[src/rtl/fbg_pkg.sv]
package fbg_pkg;
  localparam int SLOTS  = 16;
  localparam int SLOT_W = 4;

  // Position of slot s (1..15) in the stretch fill order: slots are taken
  // alternately from the front and the back of the bit.
  function automatic int stretch_rank(input int s);
    if (s <= 8) return 2 * (s - 1);
    return 2 * (15 - s) + 1;
  endfunction

  // True when slot s is stretched under fine setting fsel.
  function automatic logic slot_stretched(input logic [SLOT_W-1:0] fsel, input int s);
    if (s == 0) return 1'b0;
    return stretch_rank(s) < int'(fsel);
  endfunction
endpackage

[src/rtl/fbg_stretch_map.sv]
module fbg_stretch_map
  import fbg_pkg::*;
(
  input  logic [SLOT_W-1:0] fsel,
  output logic [SLOTS-1:0]  mask
);
  for (genvar g = 0; g < SLOTS; g++) begin : g_slot
    assign mask[g] = slot_stretched(fsel, g);
  end
endmodule

[src/rtl/fbg_period_cnt.sv]
module fbg_period_cnt #(
  parameter int LW = 17
) (
  input  logic          clk,
  input  logic          rst_n,
  input  logic          active,
  input  logic [LW-1:0] len,
  output logic          last
);
  logic [LW-1:0] cnt;

  assign last = active && (cnt == len - LW'(1));

  always_ff @(posedge clk or negedge rst_n) begin
    if (!rst_n)              cnt <= '0;
    else if (!active || last) cnt <= '0;
    else                     cnt <= cnt + LW'(1);
  end
endmodule

[src/rtl/fbg_slot_seq.sv]
module fbg_slot_seq
  import fbg_pkg::*;
#(
  parameter int BCW = 3
) (
  input  logic              clk,
  input  logic              rst_n,
  input  logic              active,
  input  logic              adv,
  output logic [SLOT_W-1:0] slot,
  output logic [BCW-1:0]    bitcnt,
  output logic              bit_end
);
  assign bit_end = adv && (slot == SLOT_W'(SLOTS - 1));

  always_ff @(posedge clk or negedge rst_n) begin
    if (!rst_n) begin
      slot   <= '0;
      bitcnt <= '0;
    end else if (!active) begin
      slot   <= '0;
      bitcnt <= '0;
    end else if (adv) begin
      slot <= slot + SLOT_W'(1);
      if (bit_end) bitcnt <= bitcnt + BCW'(1);
    end
  end
endmodule

[src/rtl/frac_baud_gen.sv]
module frac_baud_gen
  import fbg_pkg::*;
#(
  parameter int PRESC_W = 16,
  parameter int PAT_W   = 8   // power of two, at least 2
) (
  input  logic               clk,
  input  logic               rst_n,
  input  logic               en,
  input  logic [PRESC_W-1:0] presc,
  input  logic [SLOT_W-1:0]  fine_sel,
  input  logic [PAT_W-1:0]   bit_pat,
  output logic               tick16,
  output logic               bit_tick,
  output logic [SLOT_W-1:0]  slot_idx
);
  localparam int BCW = $clog2(PAT_W);
  localparam int LW  = PRESC_W + 1;

  // Slot length: base prescale (0 acts as 1) plus the two stretch cycles.
  function automatic logic [LW-1:0] slot_len(input logic [PRESC_W-1:0] p,
                                             input logic st1, input logic st2);
    logic [LW-1:0] base;
    base = (p == '0) ? LW'(1) : LW'(p);
    return base + LW'(st1) + LW'(st2);
  endfunction

  logic               run_q;
  logic [PRESC_W-1:0] p_sh;
  logic [SLOT_W-1:0]  f_sh;
  logic [PAT_W-1:0]   pat_sh;

  logic               active, start_load;
  logic [SLOTS-1:0]   mask;
  logic [SLOT_W-1:0]  slot;
  logic [BCW-1:0]     bitcnt;
  logic               bit_end, period_end;
  logic               stretch_now, tail_now;
  logic [LW-1:0]      cur_len;

  assign active      = run_q & en;
  assign start_load  = en & ~run_q;
  assign stretch_now = mask[slot];
  assign tail_now    = (slot == SLOT_W'(SLOTS - 1)) && pat_sh[bitcnt];
  assign cur_len     = slot_len(p_sh, stretch_now, tail_now);

  fbg_stretch_map u_map (
    .fsel (f_sh),
    .mask (mask)
  );

  fbg_period_cnt #(.LW(LW)) u_cnt (
    .clk    (clk),
    .rst_n  (rst_n),
    .active (active),
    .len    (cur_len),
    .last   (period_end)
  );

  fbg_slot_seq #(.BCW(BCW)) u_seq (
    .clk     (clk),
    .rst_n   (rst_n),
    .active  (active),
    .adv     (period_end),
    .slot    (slot),
    .bitcnt  (bitcnt),
    .bit_end (bit_end)
  );

  always_ff @(posedge clk or negedge rst_n) begin
    if (!rst_n) begin
      run_q  <= 1'b0;
      p_sh   <= '0;
      f_sh   <= '0;
      pat_sh <= '0;
    end else begin
      run_q <= en;
      if (start_load || bit_end) begin
        p_sh   <= presc;
        f_sh   <= fine_sel;
        pat_sh <= bit_pat;
      end
    end
  end

  assign tick16   = period_end;
  assign bit_tick = bit_end;
  assign slot_idx = active ? slot : '0;
endmodule

[config.mk]
export PLATFORM = sky130hd
export DESIGN_NAME = frac_baud_gen
export DESIGN_NICKNAME = d
export VERILOG_FILES = /design/src/rtl/fbg_pkg.sv /design/src/rtl/fbg_stretch_map.sv /design/src/rtl/fbg_period_cnt.sv /design/src/rtl/fbg_slot_seq.sv /design/src/rtl/frac_baud_gen.sv
export SDC_FILE = /design/constraint.sdc
export NUM_CORES = 1
export LEC_CHECK = 0
export ABC_AREA = 0
export BUFFER_PORTS_ARGS = -buffer_cell sky130_fd_sc_hd__buf_2
export CAP_MARGIN = 5
export CORE_MARGIN = 3
export CORE_UTILIZATION = 45
export DETAILED_ROUTE_END_ITERATION = 10
export PLACE_DENSITY = 0.67
export RECOVER_POWER = 100
export SLEW_MARGIN = 20
export SYNTH_ARGS = -nofsm -noshare
export SYNTH_HDL_FRONTEND = slang
export SYNTH_HIERARCHICAL = 1
export SYNTH_SLANG_ARGS = --single-unit
[constraint.sdc]
create_clock -name clk -period 10.9 [get_ports clk]
set_clock_uncertainty 0.2 [all_clocks]
set_input_delay 0 -clock clk [delete_from_list [all_inputs] [get_ports clk]]
set_output_delay 0 -clock clk [all_outputs]
set_load 0.02 [all_outputs]
==> implementation parameters, run 1 <==
Parameter                              Value

Clocking
  CTS tree ... yes
  Clock latency on the worst-skew pair ... 300 ps
  H-tree level count ... 2
  CTS-repair resized insts ... 0
  Number of CTS-inserted buffers ... 5
  Root buffer cell ... sky130_fd_sc_hd__clkbuf_8
  Sink Count ... 53
  Clk slew on worst S/H paths ... 90 ps
  Clk buf depth ... 2

Floorplanning
  Core ar. ... 7486 um2
  Die Y-Extent ... 95.35 um
  Number of rows created at floorplan ... 31
  Initial standard-cell utilization of the core ... 47.99%
  Width of the die ... 95.35 um
  Total Die Area ... 9091 um2
  Number of top-level design ports ... 37

Detailed routing
  Count of TritonRoute iterations in the first routing pass ... 4
  Total via count after detailed routing ... 2689
  Routed wire per std cell ... 14.47 um
  Detailed-route DRC error count ... 0
  Total Wirelength ... 7.294 mm
  Number of DRC markers in iteration 0 ... 118
  Number of nets still failing antenna checks after routing ... 0
  Number of vias per cell after detailed routing ... 5.335

Logic synthesis
  Number of enable-type register cells in the synthesized netlist ... 0
  Netlist area before placement ... 3592 um2
  Mapped Cells ... 345
  Number of nets produced by synthesis ... 382
  Sequential fraction of the synthesis area ... 36.92%
  Async set-or-reset flop fraction in the synthesized netlist ... 100.0%
  Average cell area after synthesis ... 10.41 um2
  Number of distinct library cells after synthesis ... 59
  Yosys reg bits ... 53
  Cells taking the most area after synthesis ... sky130_fd_sc_hd__dfrtp_1, sky130_fd_sc_hd__mux2_2, sky130_fd_sc_hd__xnor2_1
  Library cell with the largest summed area after synthesis ... sky130_fd_sc_hd__dfrtp_1
  Total number of yosys warnings ... 6
  Top_reg_cell synth ... sky130_fd_sc_hd__dfrtp_1
  Area fraction of the dominant cell type after synthesis ... 36.92%

Global routing
  GR Overflow Total ... 0
  Initial antenna violation count ... 0
  Vias in the first global route ... 2733
  Largest net degree at the start of global routing ... 54
  Wire length of the first global-routing pass ... 12.46 mm
  GR Util All Layers ... 17.25%

Finish
  Final #Nets ... 441
  Footprint of the multi-input gates ... 2052 um2
  Layout fillers ... 667
  Share of post-route cells with drive strength above 1 ... 20.49%
  Total non-filler cell area in the finished layout ... 4103 um2
  Number of inserted diodes ... 0
  Leading cell type in the layout, fill and taps excluded ... sky130_fd_sc_hd__dfrtp_1
  Reg area ... 1326 um2
  Most frequent cells in the layout ... sky130_fd_sc_hd__dfrtp_1, sky130_fd_sc_hd__nor2_1, sky130_fd_sc_hd__dlygate4sd3_1, sky130_fd_sc_hd__buf_2
  Area growth from synthesis to layout ... 14.21%

Worst setup path
  Critical Path RT ... 10880 ps
  Arrival time at the worst endpoint ... 7710 ps
  Critical Path Source Type ... register
  Number of cell instances on the worst register-to-register path ... 18
  Top fanout value on the critical path ... 28
  Crit Path Class ... reg -> reg
  Reg2Reg Launch Point ... f_sh[2]
  Nature of the critical path endpoint ... register
  Endpoint of the most critical register-to-register path ... p_sh[6]
  Setup slack, reg-to-reg ... 3170 ps

Placement
  Routability cong. ... 0.8298
  Total cell area at the placement stage ... 3804 um2
  Pre-CTS setup slack ... 4723 ps
  Number of buffers added on ports ... 36
  Final HPWL from detailed placement ... 5.335 mm

STA
  RSZ-0062 raised after global routing ... no
  Number of endpoints with negative hold slack in the final report ... 0
  Final setup violation count ... 0
  Crit share post-route ... 70.91%
  Relative slew margins ... -88.33%
  Final critical-path setup slack ... 3171 ps
  Sum Neg Setup Slack ... 0 ps
  Max Clock Freq ... 129.4 MHz
  Worst slew pin tran ... 2825 ps
  Final Max Tran Viols ... 101
  Post-layout minimum cycle time ... 7729 ps

Status
  Outcome ... finished with violations
  Violated checks ... capacitance limit, slew limit

Power and ir drop
  Overall power consumption ... 459.3 uW
  Worst vdd ir ... 59.78 uV
  Lkg Pwr ... 1.689 nW
  Total power density per cell area ... 112.0 nW/um2

Worst hold path
  Min-Delay Startpoint ... en
  Worst Hold Depth ... 2
  End point of the most critical hold path ... run_q
  Min-delay worst type ... in -> reg

Run
  Count of max-cap constraint violations ... 3
-- report_power, final --
group          internal (mW)  switching (mW)
Clock                 0.0447          0.0616
Sequential             0.212          0.0242
Combinational         0.0598          0.0569
Total                  0.317           0.143
-- synth_stat cells (2+ instances only) --
cell type                   number
sky130_fd_sc_hd__dfrtp_1        53
sky130_fd_sc_hd__nor2_1         31
sky130_fd_sc_hd__mux2_2         27
sky130_fd_sc_hd__xnor2_1        27
sky130_fd_sc_hd__xor2_1         27
sky130_fd_sc_hd__nand3_1        18
sky130_fd_sc_hd__nand2_1        17
sky130_fd_sc_hd__nor3_1         13
sky130_fd_sc_hd__and3_1         12
sky130_fd_sc_hd__nor4_1         10
sky130_fd_sc_hd__inv_1           9
sky130_fd_sc_hd__and2_1          6
sky130_fd_sc_hd__mux4_2          6
sky130_fd_sc_hd__buf_2           5
sky130_fd_sc_hd__ha_1            5
sky130_fd_sc_hd__mux2i_1         5
sky130_fd_sc_hd__buf_6           4
sky130_fd_sc_hd__clkbuf_1        4
sky130_fd_sc_hd__nand2b_1        4
sky130_fd_sc_hd__nand4_1         4
sky130_fd_sc_hd__o21ai_0         4
sky130_fd_sc_hd__nand4_4         3
sky130_fd_sc_hd__nor4_2          3
sky130_fd_sc_hd__a21oi_1         2
sky130_fd_sc_hd__a31oi_1         2
sky130_fd_sc_hd__and3_2          2
sky130_fd_sc_hd__and4_1          2
sky130_fd_sc_hd__buf_4           2
sky130_fd_sc_hd__nand3b_1        2
sky130_fd_sc_hd__nor2b_1         2
sky130_fd_sc_hd__o2111ai_1       2
sky130_fd_sc_hd__o21a_1          2
sky130_fd_sc_hd__o31ai_1         2
sky130_fd_sc_hd__or3_1           2
sky130_fd_sc_hd__or4_1           2
-- cells by family after synthesis --
| logic type | after synthesis | share of synthesized area (%) |
|---|---|---|
| AND/OR/NAND/NOR | 137 | 22.08 |
| XOR/XNOR | 54 | 13.17 |
| flip-flops | 53 | 36.92 |
| multiplexers | 39 | 13.93 |
| AO/OA/AOI/OAI | 29 | 7.524 |
| buffers and inverters | 26 | 3.970 |
| adder cells (fa/ha/maj) | 6 | 2.299 |
| other | 1 | 0.1044 |
-- timing repair --
| item | 4_1_cts | 5_1_grt |
|---|---|---|
| hold buffers | 30 | 0 |
| endpoints found under the setup margin | 0 | 0 |
| endpoints found under the hold margin | 82 | 0 |
| setup buffers | 0 | 0 |
-- routing by layer --
layer	part of all wire [%]	up-vias	global-route usage, %
met5	0	-	0
met1	46	1290	22.10
met2	50	49	30.38
li1	-	1348	-
met3	3.8	2	3.157
met4	0.32	0	3.486
-- state kept, by name, summed over array words and instances (netlist names) --
signal        cells
run_q             1
pat_sh            8
u_seq/bitcnt      3
f_sh              4
u_seq/slot        4
p_sh             16
u_cnt/cnt        17
-- worst max-delay path by stage --
| stage | startpoint | end | cells past startpoint |
|---|---|---|---|
| floorplan | f_sh[3] | p_sh[4] | 21 |
| global placement | f_sh[2] | p_sh[3] | 18 |
| detailed placement | f_sh[2] | pat_sh[3] | 18 |
| CTS | f_sh[2] | p_sh[6] | 18 |
| global route | f_sh[2] | p_sh[9] | 18 |
| finish | f_sh[2] | p_sh[6] | 18 |
-- layout make-up --
class                           count  area share, %
Clock inverter                      2         0.2440
Tap cell                           99          3.019
Clock buffer                        6          1.769
Sequential cell                    53          32.33
Multi-Input combinational cell    266          50.02
Timing Repair Buffer               67          11.59
Inverter                           11          1.037
-- stage by stage --
stage	hold WS [ps]	cells	utilization, %
floorplan	-495.6	345	-
global placement	-36.94	466	50.81
detailed placement	-32.51	466	50.81
CTS	175.1	504	55.93
global route	261.4	504	54.81
finish	252.4	504	54.81
-- critical path, cell delays in order (launching register included) --
cell                         delay (ps)
sky130_fd_sc_hd__dfrtp_1            490
sky130_fd_sc_hd__or3_2              500
sky130_fd_sc_hd__mux4_2             470
sky130_fd_sc_hd__mux2i_1            140
sky130_fd_sc_hd__mux2i_1            130
sky130_fd_sc_hd__fa_1               460
sky130_fd_sc_hd__ha_1               260
sky130_fd_sc_hd__and3_1             190
sky130_fd_sc_hd__xor2_1             200
sky130_fd_sc_hd__or4_1              600
sky130_fd_sc_hd__nor4_1             350
sky130_fd_sc_hd__nor3_1             100
sky130_fd_sc_hd__a31oi_1            220
sky130_fd_sc_hd__nor4_1              80
sky130_fd_sc_hd__and2_0             280
sky130_fd_sc_hd__nand4_1            280
sky130_fd_sc_hd__clkinvlp_2         240
sky130_fd_sc_hd__a21oi_1           1940
sky130_fd_sc_hd__mux2_2             470
No activity file was read; power rests on OpenSTA's default activity.
==> inputs of run 2 (changes only) <==
--- a/config.mk
+++ b/config.mk
@@ -5,13 +5,13 @@
 export SDC_FILE = /design/constraint.sdc
 export NUM_CORES = 1
 export LEC_CHECK = 0
-export ABC_AREA = 0
+export ABC_AREA = 1
 export BUFFER_PORTS_ARGS = -buffer_cell sky130_fd_sc_hd__buf_2
 export CAP_MARGIN = 5
 export CORE_MARGIN = 3
 export CORE_UTILIZATION = 45
 export DETAILED_ROUTE_END_ITERATION = 10
-export PLACE_DENSITY = 0.67
+export PLACE_DENSITY = 0.69
 export RECOVER_POWER = 100
 export SLEW_MARGIN = 20
 export SYNTH_ARGS = -nofsm -noshare
==> constraint.sdc (replaced) <==
create_clock -name clk -period 6.2 [get_ports clk]
set_clock_uncertainty 0.2 [all_clocks]
set_input_delay 0 -clock clk [delete_from_list [all_inputs] [get_ports clk]]
set_output_delay 0 -clock clk [all_outputs]
set_load 0.02 [all_outputs]
==> run 2 against run 1 <==
  * The run still ends with capacitance limit, slew limit left
  * Die area grew 6.9%
  * Sequential share of layout area is 2.5 points lower
  * Sequential power up 68%
  * Worst setup slack worse by 2500 ps
  * Global-route usage is 1.4 points higher
  * Via count is 29% higher
  * Core utilization is 0.93 points lower
  * Combinational power is 88% higher
  * Critical path type unchanged
  * Largest power group unchanged
==> implementation parameters, run 2 <==
Parameter                              Value

Logic synthesis
  Async set-or-reset flop fraction in the synthesized netlist ... 100.0%
  Cells taking the most area after synthesis ... sky130_fd_sc_hd__dfrtp_1, sky130_fd_sc_hd__nand2_1, sky130_fd_sc_hd__inv_1
  Largest family of logic cells by synthesized area ... simple AND/OR/NAND/NOR gates
  Area fraction of the dominant cell type after synthesis ... 34.37%
  Complex-gate fraction of the synthesized area ... 5.934%
  Total number of yosys warnings ... 6
  Number of enable-type register cells in the synthesized netlist ... 0
  Yosys reg bits ... 53
  Number of distinct library cells after synthesis ... 40
  Mapped Cells ... 536
  Commonest cells in the netlist ... sky130_fd_sc_hd__nand2_1, sky130_fd_sc_hd__inv_1, sky130_fd_sc_hd__nor2_1
  Average cell area after synthesis ... 7.199 um2
  Library cell with the largest summed area after synthesis ... sky130_fd_sc_hd__dfrtp_1
  Basic-gate share of the synthesized area counting and, or, nand and nor cells ... 36.09%
  Top_reg_cell synth ... sky130_fd_sc_hd__dfrtp_1
  Netlist area before placement ... 3859 um2
  Number of nets produced by synthesis ... 573
  Area share of xor/xnor cells in the synthesized design ... 8.852%
  Adder-Cell Fraction of Synth Area ... 2.140%
  Sequential fraction of the synthesis area ... 34.37%
  Top-count cell post-synth ... sky130_fd_sc_hd__nand2_1
  Proportion of synthesized area in mux cells ... 2.821%

Worst setup path
  Setup slack, reg-to-reg ... 660 ps
  Reg2Reg Launch Point ... u_seq/slot[0]
  Endpoint of the most critical register-to-register path ... pat_sh[7]
  Number of cell instances on the worst register-to-register path ... 24
  Crit Path Class ... reg -> reg
  Critical Path Source Type ... register
  Top fanout value on the critical path ... 47
  Critical Path RT ... 6200 ps
  Nature of the critical path endpoint ... register
  Arrival time at the worst endpoint ... 5540 ps

Power and ir drop
  Total power density per cell area ... 191.5 nW/um2
  Overall power consumption ... 851.9 uW
  Lkg Pwr ... 2.134 nW
  Worst vdd ir ... 104.7 uV

Clocking
  CTS-repair resized insts ... 0
  Root buffer cell ... sky130_fd_sc_hd__clkbuf_8
  Clk buf depth ... 2
  CTS tree ... yes
  Number of CTS-inserted buffers ... 5
  H-tree level count ... 2
  Clock latency on the worst-skew pair ... 310 ps
  Clk slew on worst S/H paths ... 100 ps
  Sink Count ... 53

STA
  Post-layout minimum cycle time ... 5539 ps
  Sum Neg Setup Slack ... 0 ps
  Final Max Tran Viols ... 54
  Crit share post-route ... 89.34%
  Max Clock Freq ... 180.5 MHz
  RSZ-0062 raised after global routing ... no
  Number of endpoints with negative hold slack in the final report ... 0
  Worst slew pin tran ... 2831 ps
  Relative slew margins ... -88.77%
  Final setup violation count ... 0

Finish
  Top Registers ... u_cnt/cnt (17), p_sh (16), pat_sh (8)
  Total non-filler cell area in the finished layout ... 4449 um2
  Largest register by flop count ... u_cnt/cnt
  Final #Nets ... 632
  Most frequent cells in the layout ... sky130_fd_sc_hd__nand2_1, sky130_fd_sc_hd__inv_1, sky130_fd_sc_hd__nor2_1, sky130_fd_sc_hd__dfrtp_1, sky130_fd_sc_hd__nand3_1
  Flip-flop count of the largest register, all copies and words added ... 17
  Leading cell type in the layout, fill and taps excluded ... sky130_fd_sc_hd__nand2_1
  Share of the core filled with cells ... 53.88%
  Area growth from synthesis to layout ... 15.30%
  Post-layout instance count excluding filler cells ... 701
  Layout fillers ... 787
  Number of inserted diodes ... 0
  Share of post-route cells with drive strength above 1 ... 12.92%

Global routing
  Met3 track demand over resource ... 2.265%
  Busiest layer in global routing ... met2
  M2 GR Usage ... 33.91%
  Wire length of the first global-routing pass ... 15.32 mm
  GR Util All Layers ... 18.68%
  Met1 Resource Use GR ... 22.52%
  Largest net degree at the start of global routing ... 54
  GR Overflow Total ... 0
  Vias in the first global route ... 3513
  Initial antenna violation count ... 0

Detailed routing
  Number of nets still failing antenna checks after routing ... 0
  Number of DRC markers in iteration 0 ... 141
  Count of TritonRoute iterations in the first routing pass ... 4
  Routed wire per std cell ... 12.57 um
  Number of vias per cell after detailed routing ... 4.939
  Detailed-route DRC error count ... 0
  Total via count after detailed routing ... 3462
  Total Wirelength ... 8.811 mm

Run
  Count of max-cap constraint violations ... 1

Placement
  Final HPWL from detailed placement ... 6.575 mm
  Number of buffers added on ports ... 36
  Number of placed instances, taps included ... 663
  Routability cong. ... 0.9488
  Total cell area at the placement stage ... 4074 um2

Status
  Outcome ... finished with violations
  Violated checks ... capacitance limit, slew limit

Worst hold path
  Worst Hold Depth ... 2
  End point of the most critical hold path ... run_q
  Min-Delay Startpoint ... en
  Min-delay worst type ... in -> reg

Floorplanning
  Initial standard-cell utilization of the core ... 46.73%
  Number of rows created at floorplan ... 33
  Width of the die ... 98.60 um
  Number of top-level design ports ... 37
  Total Die Area ... 9722 um2
  Die Y-Extent ... 98.60 um
  Core ar. ... 8258 um2
-- run 2: cell types whose count changed in the layout (fill, tap and decap cells not counted), moves of 8 or more --
cell                      before  now
sky130_fd_sc_hd__inv_1         9   68
sky130_fd_sc_hd__nor2_1       31   64
sky130_fd_sc_hd__nand4_1       5   14
sky130_fd_sc_hd__o21ai_0       4   24
sky130_fd_sc_hd__nand3_1      18   44
sky130_fd_sc_hd__xnor2_1      27   10
sky130_fd_sc_hd__mux2_2       27    7
sky130_fd_sc_hd__nor2_2        0    8
sky130_fd_sc_hd__nand2_1      17  138
sky130_fd_sc_hd__and3_1       12    0
-- run 2: cell families after synthesis --
kind of cell / Yosys count
multiplexers: 9
flip-flops: 53
AO/OA/AOI/OAI: 39
other: 1
buffers and inverters: 87
adder cells (fa/ha/maj): 6
AND/OR/NAND/NOR: 302
XOR/XNOR: 39
-- run 2: critical path, cell delays in order, from the launching register on --
cell,delay (ps)
sky130_fd_sc_hd__dfrtp_1,610
sky130_fd_sc_hd__inv_2,180
sky130_fd_sc_hd__nor4_1,390
sky130_fd_sc_hd__nand2_1,90
sky130_fd_sc_hd__nor2_1,210
sky130_fd_sc_hd__fa_1,270
sky130_fd_sc_hd__ha_1,200
sky130_fd_sc_hd__nand3_1,160
sky130_fd_sc_hd__nor3_2,260
sky130_fd_sc_hd__xor2_1,190
sky130_fd_sc_hd__nor2_1,190
sky130_fd_sc_hd__nand2_1,130
sky130_fd_sc_hd__nor2_4,180
sky130_fd_sc_hd__nand2_1,80
sky130_fd_sc_hd__nand2_1,80
sky130_fd_sc_hd__nand2_1,60
sky130_fd_sc_hd__nor2_1,90
sky130_fd_sc_hd__nand2_1,60
sky130_fd_sc_hd__nor2_1,140
sky130_fd_sc_hd__nand3_2,100
sky130_fd_sc_hd__nor2_1,300
sky130_fd_sc_hd__nand2_1,250
sky130_fd_sc_hd__nor2_8,180
sky130_fd_sc_hd__o21bai_4,430
sky130_fd_sc_hd__mux2_2,420
-- run 2: report_power, final --
group / switching [mW] / total [mW] / internal [mW] / leakage (nW)
Sequential: 0.0258 / 0.397 / 0.371 / 0.685
Clock: 0.114 / 0.236 / 0.121 / 0.0554
Combinational: 0.133 / 0.220 / 0.0868 / 1.39
Total: 0.273 / 0.852 / 0.579 / 2.13
-- run 2: through the flow --
stage	setup slack, ps	hold WS, ps
2_1_floorplan	1342	-495.6
3_3_place_gp	824.4	-43.62
3_5_place_dp	701.6	-51.12
4_1_cts	684.7	161.6
5_1_grt	104.6	207.8
6_report	660.8	209.8
-- run 2: repair_timing --
item | CTS | global route
hold endpoints to repair | 82 | 0
hold buffers | 30 | 0
buffers inserted | 0 | 0
-- run 2: per-layer routing --
metal,vias to the layer above,part of all wire (%)
met2,71,51
met4,0,1.8
met5,-,0
met3,18,2.7
li1,1801,-
met1,1572,45
-- run 2: worst max-delay path by stage --
stage / start / end / slack [ps] / cells after the start
after floorplan: f_sh[3] / pat_sh[2] / 1340 / 31
final: u_seq/slot[0] / pat_sh[7] / 660 / 24
after global placement: u_seq/slot[0] / f_sh[3] / 820 / 25
after CTS: u_seq/slot[0] / pat_sh[7] / 680 / 25
after detailed placement: u_seq/slot[0] / pat_sh[7] / 700 / 25
after global routing: u_seq/slot[0] / f_sh[1] / 100 / 25
-- run 2: area by class of cell --
cell class	count	area, um2	area share [%]
clock buffers	6	72.57	1.631
inverters	72	270.3	6.074
flip-flops and latches	53	1326	29.81
clock inverters	2	38.79	0.8718
repair buffers	67	476.7	10.71
multi-input cells	396	2133	47.95
well taps	105	131.4	2.953
